<file path="src/rtl/mdio_mgmt_pkg.sv">
package mdio_mgmt_pkg;
  localparam int PREAMBLE_BITS = 32;
  localparam int PHY_W         = 5;
  localparam int REGIDX_W      = 5;
  localparam int DATA_W        = 16;
  localparam int DIV_W         = 4;
  localparam int PRE_W         = 2;
  localparam int FRAME_BITS    = PREAMBLE_BITS + 2 + 2 + PHY_W + REGIDX_W + 2 + DATA_W;
  localparam int BIT_W         = $clog2(FRAME_BITS);
  localparam int TA_FIRST      = PREAMBLE_BITS + 4 + PHY_W + REGIDX_W;
  localparam int DATA_FIRST    = TA_FIRST + 2;
  localparam int HP_W          = DIV_W + PRE_W + 1;

  localparam logic [1:0] OP_READ = 2'd2;

  localparam int LOAD_BIT = 24;
  localparam int RST_BIT  = 31;
  localparam logic [31:0] CTRL_MASK = 32'h813F_FFFF;

  localparam int CTRL_OFS = 'h00;
  localparam int DATA_OFS = 'h10;
  localparam int STAT_OFS = 'h20;

  typedef struct packed {
    logic [PRE_W-1:0]    pre;
    logic [DIV_W-1:0]    div;
    logic [1:0]          ta;
    logic [1:0]          st;
    logic [1:0]          op;
    logic [REGIDX_W-1:0] regIdx;
    logic [PHY_W-1:0]    phy;
  } cmdFields_t;

  typedef struct packed {
    logic             active;
    logic             launch;
    logic             shift;
    logic             sample;
    logic             finish;
    logic [BIT_W-1:0] bitIdx;
  } seqStrobe_t;
endpackage

</file>
<file path="src/rtl/mdio_mgmt_regs.sv">
module mdio_mgmt_regs
  import mdio_mgmt_pkg::*;
#(
  parameter int NBUS   = 2,
  parameter int ADDR_W = 8
) (
  input  logic                           clk,
  input  logic                           rstN,
  input  logic                           wrEn,
  input  logic [ADDR_W-1:0]              addr,
  input  logic [31:0]                    wrData,
  output logic [31:0]                    rdData,
  input  logic [NBUS-1:0]                busy,
  input  logic [NBUS-1:0][DATA_W-1:0]    rdVal,
  output cmdFields_t [NBUS-1:0]          cmd,
  output logic [NBUS-1:0][DATA_W-1:0]    wrVal,
  output logic [NBUS-1:0]                launch,
  output logic [NBUS-1:0]                abort
);
  logic [NBUS-1:0][31:0] ctrlQ;

  for (genvar b = 0; b < NBUS; b++) begin : g_bus
    logic hitCtrl, hitData;
    assign hitCtrl = wrEn && (addr == ADDR_W'(CTRL_OFS + 4 * b));
    assign hitData = wrEn && (addr == ADDR_W'(DATA_OFS + 4 * b));

    assign launch[b] = hitCtrl && wrData[LOAD_BIT] && !ctrlQ[b][LOAD_BIT]
                       && !wrData[RST_BIT] && !busy[b];
    assign abort[b]  = (hitCtrl && wrData[RST_BIT]) || ctrlQ[b][RST_BIT];
    assign cmd[b]    = cmdFields_t'(ctrlQ[b][$bits(cmdFields_t)-1:0]);

    always_ff @(posedge clk) begin
      if (!rstN) begin
        ctrlQ[b] <= '0;
        wrVal[b] <= '0;
      end else begin
        if (hitCtrl) ctrlQ[b] <= wrData & CTRL_MASK;
        if (hitData) wrVal[b] <= wrData[DATA_W-1:0];
      end
    end

    assert_soft_reset_R8: assert property (@(posedge clk) disable iff (!rstN)
      ctrlQ[b][RST_BIT] |-> !busy[b]);
  end

  always_comb begin
    rdData = '0;
    for (int b = 0; b < NBUS; b++) begin
      if (addr == ADDR_W'(CTRL_OFS + 4 * b)) rdData = ctrlQ[b];
      if (addr == ADDR_W'(DATA_OFS + 4 * b)) rdData = {16'b0, wrVal[b]};
      if (addr == ADDR_W'(STAT_OFS + 4 * b)) rdData = {15'b0, busy[b], rdVal[b]};
    end
  end
endmodule

</file>
<file path="src/rtl/mdio_mgmt_seq.sv">
module mdio_mgmt_seq
  import mdio_mgmt_pkg::*;
(
  input  logic             clk,
  input  logic             rstN,
  input  logic             launch,
  input  logic             abort,
  input  logic [DIV_W-1:0] div,
  input  logic [PRE_W-1:0] pre,
  output seqStrobe_t       strb,
  output logic             mdc
);
  localparam logic [BIT_W-1:0] LAST_BIT = BIT_W'(FRAME_BITS - 1);

  logic             active, phaseHigh, tick;
  logic [HP_W-1:0]  halfQ, cnt, halfLen;
  logic [BIT_W-1:0] bitIdx;

  assign halfLen = HP_W'(int'(div) + 1) * HP_W'(int'(pre) + 1);
  assign tick    = active && (cnt == '0);

  always_ff @(posedge clk) begin
    if (!rstN) begin
      active <= 1'b0; phaseHigh <= 1'b0; cnt <= '0; halfQ <= '0; bitIdx <= '0;
    end else if (abort) begin
      active <= 1'b0; phaseHigh <= 1'b0; cnt <= '0; bitIdx <= '0;
    end else if (launch) begin
      active    <= 1'b1;
      phaseHigh <= 1'b0;
      bitIdx    <= '0;
      halfQ     <= halfLen;
      cnt       <= halfLen - 1'b1;
    end else if (active) begin
      if (tick) begin
        cnt       <= halfQ - 1'b1;
        phaseHigh <= !phaseHigh;
        if (phaseHigh) begin
          if (bitIdx == LAST_BIT) active <= 1'b0;
          else bitIdx <= bitIdx + 1'b1;
        end
      end else begin
        cnt <= cnt - 1'b1;
      end
    end
  end

  assign strb.active = active;
  assign strb.launch = launch && !abort;
  assign strb.sample = tick && !phaseHigh;
  assign strb.shift  = tick && phaseHigh && (bitIdx != LAST_BIT);
  assign strb.finish = tick && phaseHigh && (bitIdx == LAST_BIT);
  assign strb.bitIdx = bitIdx;
  assign mdc         = active && phaseHigh;

  assert_no_restart_R7: assert property (@(posedge clk) disable iff (!rstN)
    (active && !strb.finish && !abort) |=> (active && bitIdx >= $past(bitIdx)));

  assert_frame_end_R6: assert property (@(posedge clk) disable iff (!rstN)
    ($fell(active) && !$past(abort)) |-> ($past(bitIdx) == LAST_BIT && !mdc));
endmodule

</file>
<file path="src/rtl/mdio_mgmt_frame.sv">
module mdio_mgmt_frame
  import mdio_mgmt_pkg::*;
(
  input  logic                clk,
  input  logic                rstN,
  input  seqStrobe_t          strb,
  input  logic [PHY_W-1:0]    phy,
  input  logic [REGIDX_W-1:0] regIdx,
  input  logic [1:0]          op,
  input  logic [1:0]          st,
  input  logic [1:0]          ta,
  input  logic [DATA_W-1:0]   wrVal,
  input  logic                mdioIn,
  output logic                mdioOut,
  output logic                mdioOe,
  output logic [DATA_W-1:0]   rdVal
);
  logic [FRAME_BITS-1:0] frameSr;
  logic [DATA_W-1:0]     capSr;
  logic                  isRead;

  always_ff @(posedge clk) begin
    if (!rstN) begin
      frameSr <= '0; capSr <= '0; rdVal <= '0; isRead <= 1'b0;
    end else begin
      if (strb.launch) begin
        frameSr <= {{PREAMBLE_BITS{1'b1}}, st, op, phy, regIdx, ta, wrVal};
        isRead  <= (op == OP_READ);
      end else if (strb.shift) begin
        frameSr <= {frameSr[FRAME_BITS-2:0], 1'b0};
      end
      if (strb.sample && isRead && strb.bitIdx >= BIT_W'(DATA_FIRST))
        capSr <= {capSr[DATA_W-2:0], mdioIn};
      if (strb.finish && isRead)
        rdVal <= capSr;
    end
  end

  assign mdioOut = frameSr[FRAME_BITS-1];
  assign mdioOe  = strb.active && !(isRead && strb.bitIdx >= BIT_W'(TA_FIRST));

  assert_oe_release_R5: assert property (@(posedge clk) disable iff (!rstN)
    ($fell(mdioOe) && strb.active) |-> (isRead && strb.bitIdx == BIT_W'(TA_FIRST)));
endmodule

</file>
<file path="src/rtl/mdio_mgmt_master.sv">
module mdio_mgmt_master
  import mdio_mgmt_pkg::*;
#(
  parameter int NBUS   = 2,
  parameter int ADDR_W = 8
) (
  input  logic              clk,
  input  logic              rstN,
  input  logic              regWrEn,
  input  logic [ADDR_W-1:0] regAddr,
  input  logic [31:0]       regWrData,
  output logic [31:0]       regRdData,
  input  logic [NBUS-1:0]   mdioIn,
  output logic [NBUS-1:0]   mdc,
  output logic [NBUS-1:0]   mdioOut,
  output logic [NBUS-1:0]   mdioOe
);
  cmdFields_t [NBUS-1:0]       cmd;
  logic [NBUS-1:0][DATA_W-1:0] wrVal, rdVal;
  logic [NBUS-1:0]             busy, launch, abort;

  mdio_mgmt_regs #(.NBUS(NBUS), .ADDR_W(ADDR_W)) regs_i (
    .clk(clk), .rstN(rstN), .wrEn(regWrEn), .addr(regAddr), .wrData(regWrData),
    .rdData(regRdData), .busy(busy), .rdVal(rdVal), .cmd(cmd), .wrVal(wrVal),
    .launch(launch), .abort(abort)
  );

  for (genvar b = 0; b < NBUS; b++) begin : g_bus
    seqStrobe_t strb;

    mdio_mgmt_seq seq_i (
      .clk(clk), .rstN(rstN), .launch(launch[b]), .abort(abort[b]),
      .div(cmd[b].div), .pre(cmd[b].pre), .strb(strb), .mdc(mdc[b])
    );

    mdio_mgmt_frame frame_i (
      .clk(clk), .rstN(rstN), .strb(strb), .phy(cmd[b].phy), .regIdx(cmd[b].regIdx),
      .op(cmd[b].op), .st(cmd[b].st), .ta(cmd[b].ta), .wrVal(wrVal[b]),
      .mdioIn(mdioIn[b]), .mdioOut(mdioOut[b]), .mdioOe(mdioOe[b]), .rdVal(rdVal[b])
    );

    assign busy[b] = strb.active;

    assert_stable_high_R3: assert property (@(posedge clk) disable iff (!rstN)
      (mdc[b] && $past(mdc[b])) |-> $stable(mdioOut[b]));
  end
endmodule

</file>
<file path="config.mk">
export PLATFORM = sky130hd
export DESIGN_NAME = mdio_mgmt_master
export DESIGN_NICKNAME = d
export VERILOG_FILES = /design/src/rtl/mdio_mgmt_pkg.sv /design/src/rtl/mdio_mgmt_regs.sv /design/src/rtl/mdio_mgmt_seq.sv /design/src/rtl/mdio_mgmt_frame.sv /design/src/rtl/mdio_mgmt_master.sv
export SDC_FILE = /design/constraint.sdc
export NUM_CORES = 1
export LEC_CHECK = 0
export BUFFER_PORTS_ARGS = -buffer_cell sky130_fd_sc_hd__buf_2
export CAP_MARGIN = 5
export CORE_UTILIZATION = 45
export CTS_CLUSTER_SIZE = 20
export DETAILED_ROUTE_END_ITERATION = 16
export PLACE_DENSITY = 0.67
export REMOVE_ABC_BUFFERS = 1
export SLEW_MARGIN = 40
export SYNTH_ARGS = -nofsm -noshare
export SYNTH_HDL_FRONTEND = slang
export SYNTH_SLANG_ARGS = --single-unit
</file>
<file path="constraint.sdc">
create_clock -name clk -period 6.2 [get_ports clk]
set_input_delay 0.93 -clock clk [delete_from_list [all_inputs] [get_ports clk]]
set_output_delay 0.93 -clock clk [all_outputs]
set_load 0.02 [all_outputs]
</file>
==> results.md <==
- Status: finished, final reports clean
- GRT Total Usage: 20.4%
- Slew Viols, Final: 0
- Setup Skew: 10.6 ps
- Synth Flop Type: dfxtp_1
- Initial Util: 46.0%
- Sink Count: 318
- Fmax: 239 MHz
- Design Area, Final: 0.0163 mm²
- Area leader, netlist: dfxtp_1
- Hold Path Sink: g_bus[0].frame_i.capSr[15]$_SDFFE_PN0P_
- R2R setup slack: 2390 ps
- Hold Crit Depth: 2
- CP endpoint kind: output port
- Placed inst area: 0.0151 mm²
- Met2 Use GR: 32.8%
- Largest stage delay on the critical path: 580 ps
- Top Usage Layer GRT: met2
- Unrepaired setup endpoints after global routing: no
- Height of the die: 182 µm
- Layout cell share with drive strength beyond 1: 8.95%
- FF-to-FF path depth: 11
- Worst EP required: 5270 ps
- Combinational share of power: 2.2%
- Fillers: 3022
- Port buffer count: 66
- Sequential share of the synthesized area: 43.5%
- CORE AREA: 0.0318 mm²
- Final Wtd Congestion: 0.874
- Setup CP Type: input pin to output port
- Leakage: 6.09 nW
- Footprint of the multi-input gates: 0.00766 mm²
- Fin Hold WS: 459 ps
- Maximum buffer depth of the clock tree: 3
- Post_cts resized: 0
- Fin Setup TNS: 0 ps
- First-pass detailed-route iteration total: 5
- Area growth from synthesis to layout: 11.3%
- Power per Cell Area: 253 mW/mm²
- Vias in the first global route: 10900
- Int Pwr: 3.25 mW
- CTS H-tree lvls: 2
- Max_cap viols: 0
- Final-report hold violation count: 0
- Initial drt markers: 827
- Vias: 11800
- Clock power frac: 48.1%
- Clk root buf: clkbuf_16
- GR Util met1: 28.9%
- Mapped Cells: 1724
- Warnings, synthesis: 0
- Nets: 1803
- Most frequent CP cell: buf_2
- Wire length per cell: 15.6 µm
- Seq pwr share: 49.7%
- Register bit total from synthesis: 318
- # hold bufs at CTS: 0
- Num ports: 83
- Max transition margin: 43.8%
- Final std cells w/o fill: 2179
- Dpl ws: 1680 ps
- Die ar.: 0.0333 mm²
- Clock latency on the worst-skew pair: 510 ps
- Via density: 5.43
- Setup Buffers After CTS: 0
- First-pass GRT wire length: 56.0 mm
- Synth top area cells: dfxtp_1 (43%), nand2_1 (10%), mux2i_1 (8.8%)
- GRT overflow: 0
- Worst r2r src: regs_i.cmd[16]$_SDFFE_PN0N_
- DP Cell Count: 2117
- Critical R2R Capture: g_bus[0].seq_i.cnt[6]$_SDFFE_PP0P_
- TritonCTS Buffers: 35
- Width of the die: 182 µm
- Max Fanout on Critical Path: 17
- Maximum number of pins on one net before global-route repair: 119
- Grt met3 use: 2.83%
- Arrival @ worst endpoint: 3250 ps
- DRC: 0
- Post-DP HPWL: 22.3 mm
- Final antenna-violating net count: 0
- Yosys top cell area share: 43.5%
- Hold WC Path Type: flip-flop to flip-flop
- TritonCTS clock tree: yes
- VDD IR-drop max: 0.189 mV
- Initial antenna violation count: 1
- Sw frac: 21.0%
- Seq. cell area: 0.00637 mm²
- Setup WS post-layout: 2020 ps
- Hold_sp: g_bus[0].frame_i.capSr[15]$_SDFFE_PN0P_
- Critical Path, Cell by Cell: buf_2 > nor4_2 > nand2_1 > o21ai_0 > a221oi_1 > a21oi_1 > buf_2
- Yosys cell types: 65
- Critical path's slowest cell: nor4_2
- Asr flop ratio synth: 0%
- Clock-pin slew on the worst setup and hold paths: 60 ps
- Mapped cell area: 0.0146 mm²
- Final setup vio count: 0
- Row Count: 65
- Final worst-path cycle share: 67.4%
- Worst Setup Start Kind: input pin
- Final min period: 4180 ps
- EDFF count, synth: 0
- Sw Pwr: 0.866 mW
- Least-Margin Pin Slew: 839 ps
- Syn Area/Cell: 8.49 µm²
- Final wirelength: 34.0 mm
-- cells in the mapped netlist (7+ instances only) --
master and instances:
nand4_1 11, xor2_1 21, buf_4 19, a21boi_0 94, dfxtp_1 318, nor3_1 17
xnor2_1 15, ha_1 31, nand2_1 389, clkbuf_1 97, a22o_1 9, and2_1 14
and3_1 12, nor2b_1 16, nand3b_1 7, a221oi_1 16, nor2_1 139, a21oi_1 122
mux2i_1 129, o21ai_0 27, a211oi_1 69, inv_1 22, nand3_1 12, a31oi_1 37
-- sequential cells by signal, indices dropped and copies added (netlist names) --
register,count
g_bus.seq_i.bitIdx,12
g_bus.seq_i.phaseHigh,2
g_bus.seq_i.cnt,14
regs_i.cmd,44
g_bus.seq_i.halfQ,14
g_bus.frame_i.rdVal,32
g_bus.frame_i.capSr,32
regs_i.ctrlQ,4
g_bus.frame_i.frameSr,128
g_bus.frame_i.isRead,2
g_bus.seq_i.active,2
regs_i.wrVal,32
-- metal layers --
layer  part of all wire (%)  wire length, µm
met1                     49            16800
met5                  0.029               10
met3                    4.1             1400
met4                    1.3              439
met2                     45            15300
-- stage by stage --
step / util (%) / power [mW]
2_1_floorplan: - / 2.13
3_3_place_gp: 47.4 / 2.18
4_1_cts: 51.1 / 4.17
3_5_place_dp: 47.6 / 2.18
6_report: 51.2 / 4.12
5_1_grt: 51.2 / 4.25
-- power groups by stage --
stage,clock network [mW],logic [mW],registers [mW]
2_1_floorplan,0,0.0399,2.09
3_3_place_gp,0,0.0889,2.09
3_5_place_dp,0,0.0896,2.09
4_1_cts,2.03,0.0898,2.05
5_1_grt,2.11,0.0975,2.04
6_report,1.98,0.0908,2.05
-- layout by cell type, fill, tap and decap left out, drive strengths merged, types with 17 or more instances in the layout --
master	n
a211oi	69
a21boi	95
a21oi	122
a31oi	37
buf	84
clkbuf	54
dfxtp	318
ha	31
inv	23
mux2i	129
nand2	390
nor2	140
nor3	17
o21ai	27
xor2	21
-- cell type report --
class	count	area share (%)
Multi-Input combinational cell	1259	47.0
Sequential cell	318	39.1
Clock buffer	54	6.57
Tap cell	435	3.34
Timing Repair Buffer	84	3.19
Inverter	23	0.576
Clock inverter	5	0.169
Antenna cell	1	0.0154
-- logic make-up after synthesis --
family | synth area share [%]
simple gates | 19.4
compound gates | 17.9
flops | 43.5
buf+inv | 4.70
mux | 8.82
fa+ha+maj | 3.47
xor+xnor | 2.15
other cells | 0.0256
-- worst max-delay path by stage --
stage / slack, ps / startpoint / end
3_5_place_dp: 1680 / regAddr[4] / g_bus[1].seq_i.cnt[6]$_SDFFE_PP0P_
2_1_floorplan: 1840 / g_bus[1].seq_i.active$_SDFF_PP0_ / g_bus[1].frame_i.capSr[0]$_SDFFE_PN0P_
3_3_place_gp: 1760 / regAddr[4] / g_bus[1].seq_i.cnt[6]$_SDFFE_PP0P_
6_report: 2020 / regAddr[1] / regRdData[14]
5_1_grt: 1790 / regAddr[4] / g_bus[1].seq_i.cnt[6]$_SDFFE_PP0P_
4_1_cts: 2050 / regAddr[1] / regRdData[11]
-- critical path: cells and delay by family --
kind                   cells  cell delay [ps]
buffers and inverters      2              300
AO/OA/AOI/OAI              3              840
AND/OR/NAND/NOR            2             1160
No activity file was read; power rests on OpenSTA's default activity.
